File: config.mk
export PLATFORM = sky130hd
export DESIGN_NAME = blit_engine
export DESIGN_NICKNAME = d
export VERILOG_FILES = /design/src/rtl/blit_pkg.sv /design/src/rtl/blit_regs.sv /design/src/rtl/blit_walker.sv /design/src/rtl/blit_colorexp.sv /design/src/rtl/blit_engine.sv
export SDC_FILE = /design/constraint.sdc
export NUM_CORES = 1
export LEC_CHECK = 0
export BUFFER_PORTS_ARGS = -buffer_cell sky130_fd_sc_hd__clkbuf_2
export CAP_MARGIN = 10
export CORE_MARGIN = 5
export CORE_UTILIZATION = 42
export CTS_CLUSTER_SIZE = 25
export DETAILED_ROUTE_END_ITERATION = 16
export PLACE_DENSITY = 0.57
export RECOVER_POWER = 25
export SYNTH_ARGS = -nofsm -noshare
export SYNTH_HDL_FRONTEND = slang
export SYNTH_SLANG_ARGS = --single-unit
File: constraint.sdc
create_clock -name clk -period 4.8 [get_ports clk]
set_clock_uncertainty 0.05 [all_clocks]
set_input_delay 0.24 -clock clk [delete_from_list [all_inputs] [get_ports clk]]
set_output_delay 0.24 -clock clk [all_outputs]
set_load 0.02 [all_outputs]
File: src/rtl/blit_pkg.sv
package blit_pkg;
   localparam int unsigned NUM_CFG = 24;
   localparam logic [4:0] OFS_WID_LO = 5'h00;
   localparam logic [4:0] OFS_WID_HI = 5'h01;
   localparam logic [4:0] OFS_HGT_LO = 5'h02;
   localparam logic [4:0] OFS_HGT_HI = 5'h03;
   localparam logic [4:0] OFS_SPI_LO = 5'h04;
   localparam logic [4:0] OFS_SPI_HI = 5'h05;
   localparam logic [4:0] OFS_DPI_LO = 5'h06;
   localparam logic [4:0] OFS_DPI_HI = 5'h07;
   localparam logic [4:0] OFS_SRC_0  = 5'h08;
   localparam logic [4:0] OFS_SRC_1  = 5'h09;
   localparam logic [4:0] OFS_SRC_2  = 5'h0A;
   localparam logic [4:0] OFS_MODE   = 5'h0B;
   localparam logic [4:0] OFS_DST_0  = 5'h0C;
   localparam logic [4:0] OFS_DST_1  = 5'h0D;
   localparam logic [4:0] OFS_DST_2  = 5'h0E;
   localparam logic [4:0] OFS_ROP    = 5'h0F;
   localparam logic [4:0] OFS_COLOR  = 5'h10;
   localparam logic [4:0] OFS_CTRL   = 5'h18;

   localparam int unsigned CTRL_GO_BIT   = 1;
   localparam int unsigned STAT_BUSY_BIT = 0;
   localparam int unsigned MODE_BACK_BIT = 0;
   localparam int unsigned MODE_FILL_BIT = 7;
   localparam int unsigned MODE_DEP_LSB  = 4;

   typedef enum logic [1:0] {
      ST_IDLE,
      ST_READ,
      ST_WRITE,
      ST_FILL
   } blit_state_e;
endpackage

File: src/rtl/blit_regs.sv
module blit_regs
   import blit_pkg::*;
#(
   parameter int ADDR_W    = 24,
   parameter int DIM_W     = 16,
   parameter int COLOR_BYT = 4
) (
   input  logic                   clk,
   input  logic                   rst_n,
   input  logic                   reg_we,
   input  logic [4:0]             reg_addr,
   input  logic [7:0]             reg_wdata,
   output logic [7:0]             reg_rdata,
   input  logic                   busy_i,
   output logic                   start_req_o,
   output logic [DIM_W-1:0]       width_o,
   output logic [DIM_W-1:0]       height_o,
   output logic [DIM_W-1:0]       src_pitch_o,
   output logic [DIM_W-1:0]       dst_pitch_o,
   output logic [ADDR_W-1:0]      src_base_o,
   output logic [ADDR_W-1:0]      dst_base_o,
   output logic                   back_mode_o,
   output logic                   fill_mode_o,
   output logic [1:0]             depth_o,
   output logic [8*COLOR_BYT-1:0] fg_color_o
);
   if (DIM_W < 2 || DIM_W > 16) begin : g_bad_dim
      $error("blit_regs: DIM_W must lie in 2..16");
   end
   if (ADDR_W < DIM_W || ADDR_W > 24) begin : g_bad_addr
      $error("blit_regs: ADDR_W must lie in DIM_W..24");
   end
   if (COLOR_BYT != 4) begin : g_bad_col
      $error("blit_regs: COLOR_BYT must be 4");
   end

   logic [7:0] cfg_q [NUM_CFG];

   always_ff @(posedge clk) begin
      if (!rst_n) begin
         for (int i = 0; i < NUM_CFG; i++) cfg_q[i] <= '0;
      end else if (reg_we && (reg_addr < 5'(NUM_CFG))) begin
         cfg_q[reg_addr] <= reg_wdata;
      end
   end

   always_comb begin
      if (reg_addr < 5'(NUM_CFG))  reg_rdata = cfg_q[reg_addr];
      else if (reg_addr == OFS_CTRL) reg_rdata = 8'(busy_i) << STAT_BUSY_BIT;
      else                           reg_rdata = '0;
   end

   assign start_req_o = reg_we && (reg_addr == OFS_CTRL) && reg_wdata[CTRL_GO_BIT];

   logic [15:0] wid16, hgt16, spi16, dpi16;
   logic [23:0] src24, dst24;
   assign wid16 = {cfg_q[OFS_WID_HI], cfg_q[OFS_WID_LO]};
   assign hgt16 = {cfg_q[OFS_HGT_HI], cfg_q[OFS_HGT_LO]};
   assign spi16 = {cfg_q[OFS_SPI_HI], cfg_q[OFS_SPI_LO]};
   assign dpi16 = {cfg_q[OFS_DPI_HI], cfg_q[OFS_DPI_LO]};
   assign src24 = {cfg_q[OFS_SRC_2], cfg_q[OFS_SRC_1], cfg_q[OFS_SRC_0]};
   assign dst24 = {cfg_q[OFS_DST_2], cfg_q[OFS_DST_1], cfg_q[OFS_DST_0]};

   assign width_o     = wid16[DIM_W-1:0];
   assign height_o    = hgt16[DIM_W-1:0];
   assign src_pitch_o = spi16[DIM_W-1:0];
   assign dst_pitch_o = dpi16[DIM_W-1:0];
   assign src_base_o  = src24[ADDR_W-1:0];
   assign dst_base_o  = dst24[ADDR_W-1:0];

   assign back_mode_o = cfg_q[OFS_MODE][MODE_BACK_BIT];
   assign fill_mode_o = cfg_q[OFS_MODE][MODE_FILL_BIT];
   assign depth_o     = cfg_q[OFS_MODE][MODE_DEP_LSB +: 2];

   for (genvar k = 0; k < COLOR_BYT; k++) begin : g_fg
      assign fg_color_o[8*k +: 8] = cfg_q[OFS_COLOR + 5'(2*k)];
   end
endmodule

File: src/rtl/blit_walker.sv
module blit_walker #(
   parameter int ADDR_W = 24,
   parameter int DIM_W  = 16,
   parameter int PH_W   = 2
) (
   input  logic              clk,
   input  logic              rst_n,
   input  logic              load_i,
   input  logic              step_i,
   input  logic              back_i,
   input  logic [DIM_W-1:0]  width_i,
   input  logic [DIM_W-1:0]  height_i,
   input  logic [DIM_W-1:0]  src_pitch_i,
   input  logic [DIM_W-1:0]  dst_pitch_i,
   input  logic [ADDR_W-1:0] src_base_i,
   input  logic [ADDR_W-1:0] dst_base_i,
   output logic [ADDR_W-1:0] src_ptr_o,
   output logic [ADDR_W-1:0] dst_ptr_o,
   output logic [PH_W-1:0]   phase_o,
   output logic              last_o
);
   localparam int NCH = 2;

   if (PH_W > DIM_W) begin : g_bad_ph
      $error("blit_walker: PH_W exceeds DIM_W");
   end

   logic [DIM_W-1:0] col_q, row_q;
   logic             line_end;

   assign line_end = (col_q == width_i);
   assign last_o   = line_end && (row_q == height_i);
   assign phase_o  = col_q[PH_W-1:0];

   always_ff @(posedge clk) begin
      if (!rst_n) begin
         col_q <= '0;
         row_q <= '0;
      end else if (load_i) begin
         col_q <= '0;
         row_q <= '0;
      end else if (step_i) begin
         if (line_end) begin
            col_q <= '0;
            row_q <= row_q + 1'b1;
         end else begin
            col_q <= col_q + 1'b1;
         end
      end
   end

   logic [NCH-1:0][ADDR_W-1:0] base_v;
   logic [NCH-1:0][DIM_W-1:0]  pitch_v;
   logic [ADDR_W-1:0]          wid_ext;
   assign base_v  = {dst_base_i, src_base_i};
   assign pitch_v = {dst_pitch_i, src_pitch_i};
   assign wid_ext = ADDR_W'(width_i);

   for (genvar ch = 0; ch < NCH; ch++) begin : g_ch
      logic [ADDR_W-1:0] ptr_q;
      logic [ADDR_W-1:0] pitch_ext;
      assign pitch_ext = ADDR_W'(pitch_v[ch]);
      always_ff @(posedge clk) begin
         if (!rst_n) begin
            ptr_q <= '0;
         end else if (load_i) begin
            ptr_q <= base_v[ch];
         end else if (step_i) begin
            if (line_end) ptr_q <= back_i ? (ptr_q - pitch_ext + wid_ext)
                                          : (ptr_q + pitch_ext - wid_ext);
            else          ptr_q <= back_i ? (ptr_q - 1'b1) : (ptr_q + 1'b1);
         end
      end
   end

   assign src_ptr_o = g_ch[0].ptr_q;
   assign dst_ptr_o = g_ch[1].ptr_q;

   // inside a line the forward pointer rises by one
   a_r3_fwd_step: assert property (@(posedge clk) disable iff (!rst_n)
      (step_i && !back_i && !line_end && !load_i) |=> (dst_ptr_o == $past(dst_ptr_o) + 1'b1));
   // inside a line the backward pointer falls by one
   a_r4_back_step: assert property (@(posedge clk) disable iff (!rst_n)
      (step_i && back_i && !line_end && !load_i) |=> (dst_ptr_o == $past(dst_ptr_o) - 1'b1));
   // the line counter never passes the programmed height
   a_r2_row_bound: assert property (@(posedge clk) disable iff (!rst_n)
      step_i |-> (row_q <= height_i));
endmodule

File: src/rtl/blit_colorexp.sv
module blit_colorexp #(
   parameter int MAX_BYTES = 4,
   parameter int SEL_W     = $clog2(MAX_BYTES)
) (
   input  logic [1:0]             depth_i,
   input  logic [SEL_W-1:0]       phase_i,
   input  logic [8*MAX_BYTES-1:0] color_i,
   output logic [7:0]             byte_o
);
   if (MAX_BYTES != 4) begin : g_bad_bytes
      $error("blit_colorexp: depth codes cover exactly 4 bytes");
   end

   logic [SEL_W-1:0] mask, sel;
   always_comb begin
      unique case (depth_i)
         2'b00:   mask = '0;
         2'b01:   mask = SEL_W'(1);
         default: mask = '1;
      endcase
      sel    = phase_i & mask;
      byte_o = color_i[8*sel +: 8];
   end
endmodule

File: src/rtl/blit_engine.sv
module blit_engine
   import blit_pkg::*;
#(
   parameter int ADDR_W = 24,
   parameter int DIM_W  = 16
) (
   input  logic              clk,
   input  logic              rst_n,
   input  logic              reg_we,
   input  logic [4:0]        reg_addr,
   input  logic [7:0]        reg_wdata,
   output logic [7:0]        reg_rdata,
   output logic [ADDR_W-1:0] mem_addr,
   output logic              mem_re,
   output logic              mem_we,
   output logic [7:0]        mem_wdata,
   input  logic [7:0]        mem_rdata
);
   localparam int COL_BYT = 4;
   localparam int PH_W    = $clog2(COL_BYT);

   blit_state_e       state_q;
   logic              busy, start_req, load, step, last;
   logic              back_mode, fill_mode;
   logic [1:0]        depth;
   logic [DIM_W-1:0]  width, height, src_pitch, dst_pitch;
   logic [ADDR_W-1:0] src_base, dst_base, src_ptr, dst_ptr;
   logic [PH_W-1:0]   phase;
   logic [8*COL_BYT-1:0] fg_color;
   logic [7:0]        color_byte;

   assign busy = (state_q != ST_IDLE);
   assign load = start_req && !busy;

   blit_regs #(.ADDR_W(ADDR_W), .DIM_W(DIM_W), .COLOR_BYT(COL_BYT)) regs_i (
      .clk, .rst_n, .reg_we, .reg_addr, .reg_wdata, .reg_rdata,
      .busy_i(busy), .start_req_o(start_req),
      .width_o(width), .height_o(height),
      .src_pitch_o(src_pitch), .dst_pitch_o(dst_pitch),
      .src_base_o(src_base), .dst_base_o(dst_base),
      .back_mode_o(back_mode), .fill_mode_o(fill_mode),
      .depth_o(depth), .fg_color_o(fg_color)
   );

   blit_walker #(.ADDR_W(ADDR_W), .DIM_W(DIM_W), .PH_W(PH_W)) walk_i (
      .clk, .rst_n, .load_i(load), .step_i(step),
      .back_i(back_mode && !fill_mode),
      .width_i(width), .height_i(height),
      .src_pitch_i(src_pitch), .dst_pitch_i(dst_pitch),
      .src_base_i(src_base), .dst_base_i(dst_base),
      .src_ptr_o(src_ptr), .dst_ptr_o(dst_ptr),
      .phase_o(phase), .last_o(last)
   );

   blit_colorexp #(.MAX_BYTES(COL_BYT)) cexp_i (
      .depth_i(depth), .phase_i(phase), .color_i(fg_color), .byte_o(color_byte)
   );

   always_ff @(posedge clk) begin
      if (!rst_n) begin
         state_q <= ST_IDLE;
      end else begin
         unique case (state_q)
            ST_IDLE:  if (load) state_q <= fill_mode ? ST_FILL : ST_READ;
            ST_READ:  state_q <= ST_WRITE;
            ST_WRITE: state_q <= last ? ST_IDLE : ST_READ;
            ST_FILL:  if (last) state_q <= ST_IDLE;
            default:  state_q <= ST_IDLE;
         endcase
      end
   end

   assign mem_re    = (state_q == ST_READ);
   assign mem_we    = (state_q == ST_WRITE) || (state_q == ST_FILL);
   assign step      = mem_we;
   assign mem_addr  = mem_re ? src_ptr : dst_ptr;
   assign mem_wdata = (state_q == ST_FILL) ? color_byte : mem_rdata;

   // an accepted start makes the engine busy on the next cycle
   a_r6_busy_after_start: assert property (@(posedge clk) disable iff (!rst_n)
      (start_req && !busy) |=> busy);
   // the final write returns the engine to idle
   a_r6_idle_after_last: assert property (@(posedge clk) disable iff (!rst_n)
      (step && last) |=> !busy);
   // a start during a job neither ends nor restarts it
   a_r7_restart_ignored: assert property (@(posedge clk) disable iff (!rst_n)
      (busy && start_req && !(step && last)) |=> busy);
   // no memory traffic while idle
   a_r8_mem_quiet: assert property (@(posedge clk) disable iff (!rst_n)
      !busy |-> !(mem_re || mem_we));
   // each copy write uses data read in the previous cycle
   a_r3_write_after_read: assert property (@(posedge clk) disable iff (!rst_n)
      (mem_we && !fill_mode) |-> $past(mem_re));
endmodule

==> metrics.csv <==
stage,metric,value,unit
power_and_ir_drop,Leak,9.675,nW
setup_path,FF-to-FF Start,regs_i.cfg_q[1][4],
sta,"Slew Viols, Final",0,
setup_path,crit end category,flip-flop,
setup_path,CP required,5.31,ns
min_path,WHS Endpoint,state_q[1],
clocking,Worst-Skew Late Latency,0.61,ns
die,Die W,238.3,µm
drt,Routed Antenna Nets,0,
final_layout,# fillers,4934,
placement,Final GP Congestion,0.9871,
die,# rows,83,
yosys,post-synthesis register bit count,274,
clocking,"Reg clk slew, reported paths",0.07,ns
setup_path,Worst Path Max Fanout,5,
clocking,Sink Count,274,
yosys,Mapped Nets,2540,
die,core area,51510,µm²
yosys,top-area cell type share of the netlist area,26.34,%
min_path,min-delay src,reg_we,
power_and_ir_drop,Comb pwr share,23.1,%
power_and_ir_drop,Power Density,286.7,nW/µm²
clocking,CTS tree,done,
sta,post-route clock period utilization,89.50,%
setup_path,RR Endpoint,walk_i.src_ptr_o[23],
yosys,Post-synth top flop,edfxtp_1,
global_route,number of global-route vias before repair,17950,
sta,Tightest Pin Transition,1.198,ns
die,Die H,238.3,µm
yosys,asr flop ratio synth,0,%
power_and_ir_drop,Switching Share,31.95,%
setup_path,WS Path Type,reg2reg,
final_layout,diode count,0,
sta,TNS Setup,0,ns
yosys,ranking of synthesized cells by area,"edfxtp_1 (26%), dfxtp_1 (7.5%), ha_1 (7.2%)",
yosys,sequential-to-total area share from yosys stat,33.84,%
drt,DRT Wirelength,82050,µm
die,Initial Utilization,42.49,%
clocking,Setup Buffers After CTS,0,
sta,endpoints failing setup,0,
power_and_ir_drop,NetSw,2.201,mW
clocking,post-CTS resize count,0,
setup_path,Worst setup SP type,flip-flop,
final_layout,share of cells above drive strength 1,10.83,%
clocking,Max Root-Sink Buffers,3,
power_and_ir_drop,Reg power frac,40.1,%
yosys,mapped cell area,21890,µm²
sta,Max-Slew Margin vs Limit,20.17,%
yosys,post-synthesis cell count,2324,
yosys,number of flops mapped to enable cells by yosys,192,
setup_path,R2R Setup Slk,0.50,ns
yosys,post-synthesis area per instance,9.418,µm²
sta,crit path time final,4.296,ns
placement,PortBufs,65,
power_and_ir_drop,Int Pwr,4.686,mW
yosys,post-synth top area cell,edfxtp_1,
flow_run,MaxCap Viol Count,0,
global_route,pin count of the biggest net entering global routing,49,
clocking,H-tree level count,1,
status,outcome,"finished, final reports clean",
power_and_ir_drop,clock group share of total power,36.8,%
final_layout,final net count,2574,
setup_path,cells on worst reg2reg path,13,
sta,maximum clock rate,232.8,MHz
drt,Post-route DRC,0,
sta,RSZ-0062 raised after global routing,no,
global_route,gr usage total,28.02,%
clocking,Hold Buf Count CTS,0,
clocking,Root Buffer Master,clkbuf_16,
final_layout,Util after Layout,46.63,%
final_layout,area of the multi-input gates,13290,µm²
setup_path,CP startpoint,regs_i.cfg_q[1][4],
final_layout,Reg area,7408,µm²
sta,Fin. Hold Viols,0,
placement,dpl cells,3002,
placement,Detail Placement HPWL,63520,µm
drt,Vias,18640,
die,die area,56780,µm²
global_route,first-pass GRT wire length,119600,µm
drt,DR pass1 iterations,5,
yosys,Synthesis Warnings,0,
drt,1st-iter DRT viols,1959,
yosys,Cell variety after synth,91,
drt,DR WL/cell,26.79,µm
min_path,Worst Hold Path Cells,6,
min_path,HP Class,in2reg,
clocking,CTS Buf Count,31,
global_route,antenna violations before repair,8,
final_layout,Non-Filler Instances,3063,
global_route,total grt overflow,0,
die,io pins,66,
power_and_ir_drop,VDD IR max,309.3,µV
setup_path,CP arrival,4.80,ns
final_layout,Area growth syn-to-layout,9.735,%
drt,Via density,6.087,
-- power by group through the flow --
| stage | logic (mW) | clock network, mW | registers [mW] |
|---|---|---|---|
| floorplan | 1.11 | 0 | 2.72 |
| global placement | 1.56 | 0 | 2.80 |
| detailed placement | 1.55 | 0 | 2.80 |
| CTS | 1.57 | 2.57 | 2.75 |
| global route | 1.72 | 2.65 | 2.76 |
| finish | 1.59 | 2.54 | 2.76 |
-- layout make-up --
class | instances | area share, %
clock buffer | 41 | 3.511
clock inverter | 17 | 0.9064
inverter | 206 | 3.219
multi-input combinational | 1735 | 55.31
sequential | 274 | 30.84
tap | 680 | 3.542
timing repair buffer | 110 | 2.667
-- stage by stage --
stage          setup slack, ns  hold slack, ns  total power [mW]  cell area (µm²)
4_1_cts                 0.5836          0.1618             6.891            24020
3_3_place_gp            0.6201          0.4430             4.360            22960
2_1_floorplan           0.4030          0.3882             3.828            21890
3_5_place_dp            0.5959          0.4642             4.358            22960
6_report                0.5038          0.1982             6.887            24020
5_1_grt                 0.3833          0.2476             7.128            24020
-- worst max-delay path, stage by stage (launching register included) --
cell	delay, ns
edfxtp_1	0.71
inv_1	0.24
fa_1	0.55
inv_1	0.08
ha_1	0.36
nand4_1	0.18
or3b_1	0.41
o211ai_1	0.11
a21o_1	0.23
a31oi_1	0.13
a2111oi_0	0.70
o21ai_0	0.19
a21oi_1	0.16
o31a_1	0.13
-- cells in the final DEF, fill, tap and decap left out, drive strengths merged, types with 66 or more instances in the layout --
cell and count:
inv 208, and2 203, edfxtp 192, nor2 161, a21oi 149, nand2 147
o21ai 147, ha 126, clkbuf 111, xnor2 90, dfxtp 82, xor2 72
nand3 68, fa 66
-- worst max-delay path by stage --
stage	depth (start not counted)	endpoint	slack (ns)
3_3_place_gp	13	walk_i.src_ptr_o[23]	0.62
2_1_floorplan	16	walk_i.dst_ptr_o[20]	0.40
6_report	13	walk_i.src_ptr_o[23]	0.50
5_1_grt	13	walk_i.src_ptr_o[23]	0.38
3_5_place_dp	13	walk_i.src_ptr_o[23]	0.60
4_1_cts	13	walk_i.src_ptr_o[23]	0.58
-- layer usage --
metal	track usage, %	share of wire, %
met1	40.75	44
met2	44.20	45
met3	4.011	8.2
met4	7.287	2.8
met5	0	0.050
-- state kept, by name, indices dropped and copies added, names as in the netlist --
name and count:
state_q 2, walk_i.row_q 16, regs_i.cfg_q 192, walk_i.src_ptr_o 24, walk_i.dst_ptr_o 24, walk_i.col_q 16
-- logic make-up after synthesis --
logic type | Yosys count | synth area share, %
multiplexers | 72 | 6.551
buffers and inverters | 315 | 5.510
flip-flops | 274 | 33.84
XOR/XNOR | 162 | 6.482
adder cells (fa/ha/maj) | 193 | 13.28
AO/OA/AOI/OAI | 573 | 17.05
AND/OR/NAND/NOR | 735 | 17.28
-- cell usage after synthesis, types with 56 or more instances --
library cell / instances
inv_1: 205
mux4_2: 56
nand3_1: 68
ha_1: 126
clkbuf_1: 89
nand2_1: 147
fa_1: 66
edfxtp_1: 192
xor2_1: 72
dfxtp_1: 82
o21ai_0: 141
a21oi_1: 148
nor2_1: 160
xnor2_1: 90
and2_1: 203
Note: power is estimated with default switching activity, not from simulation.
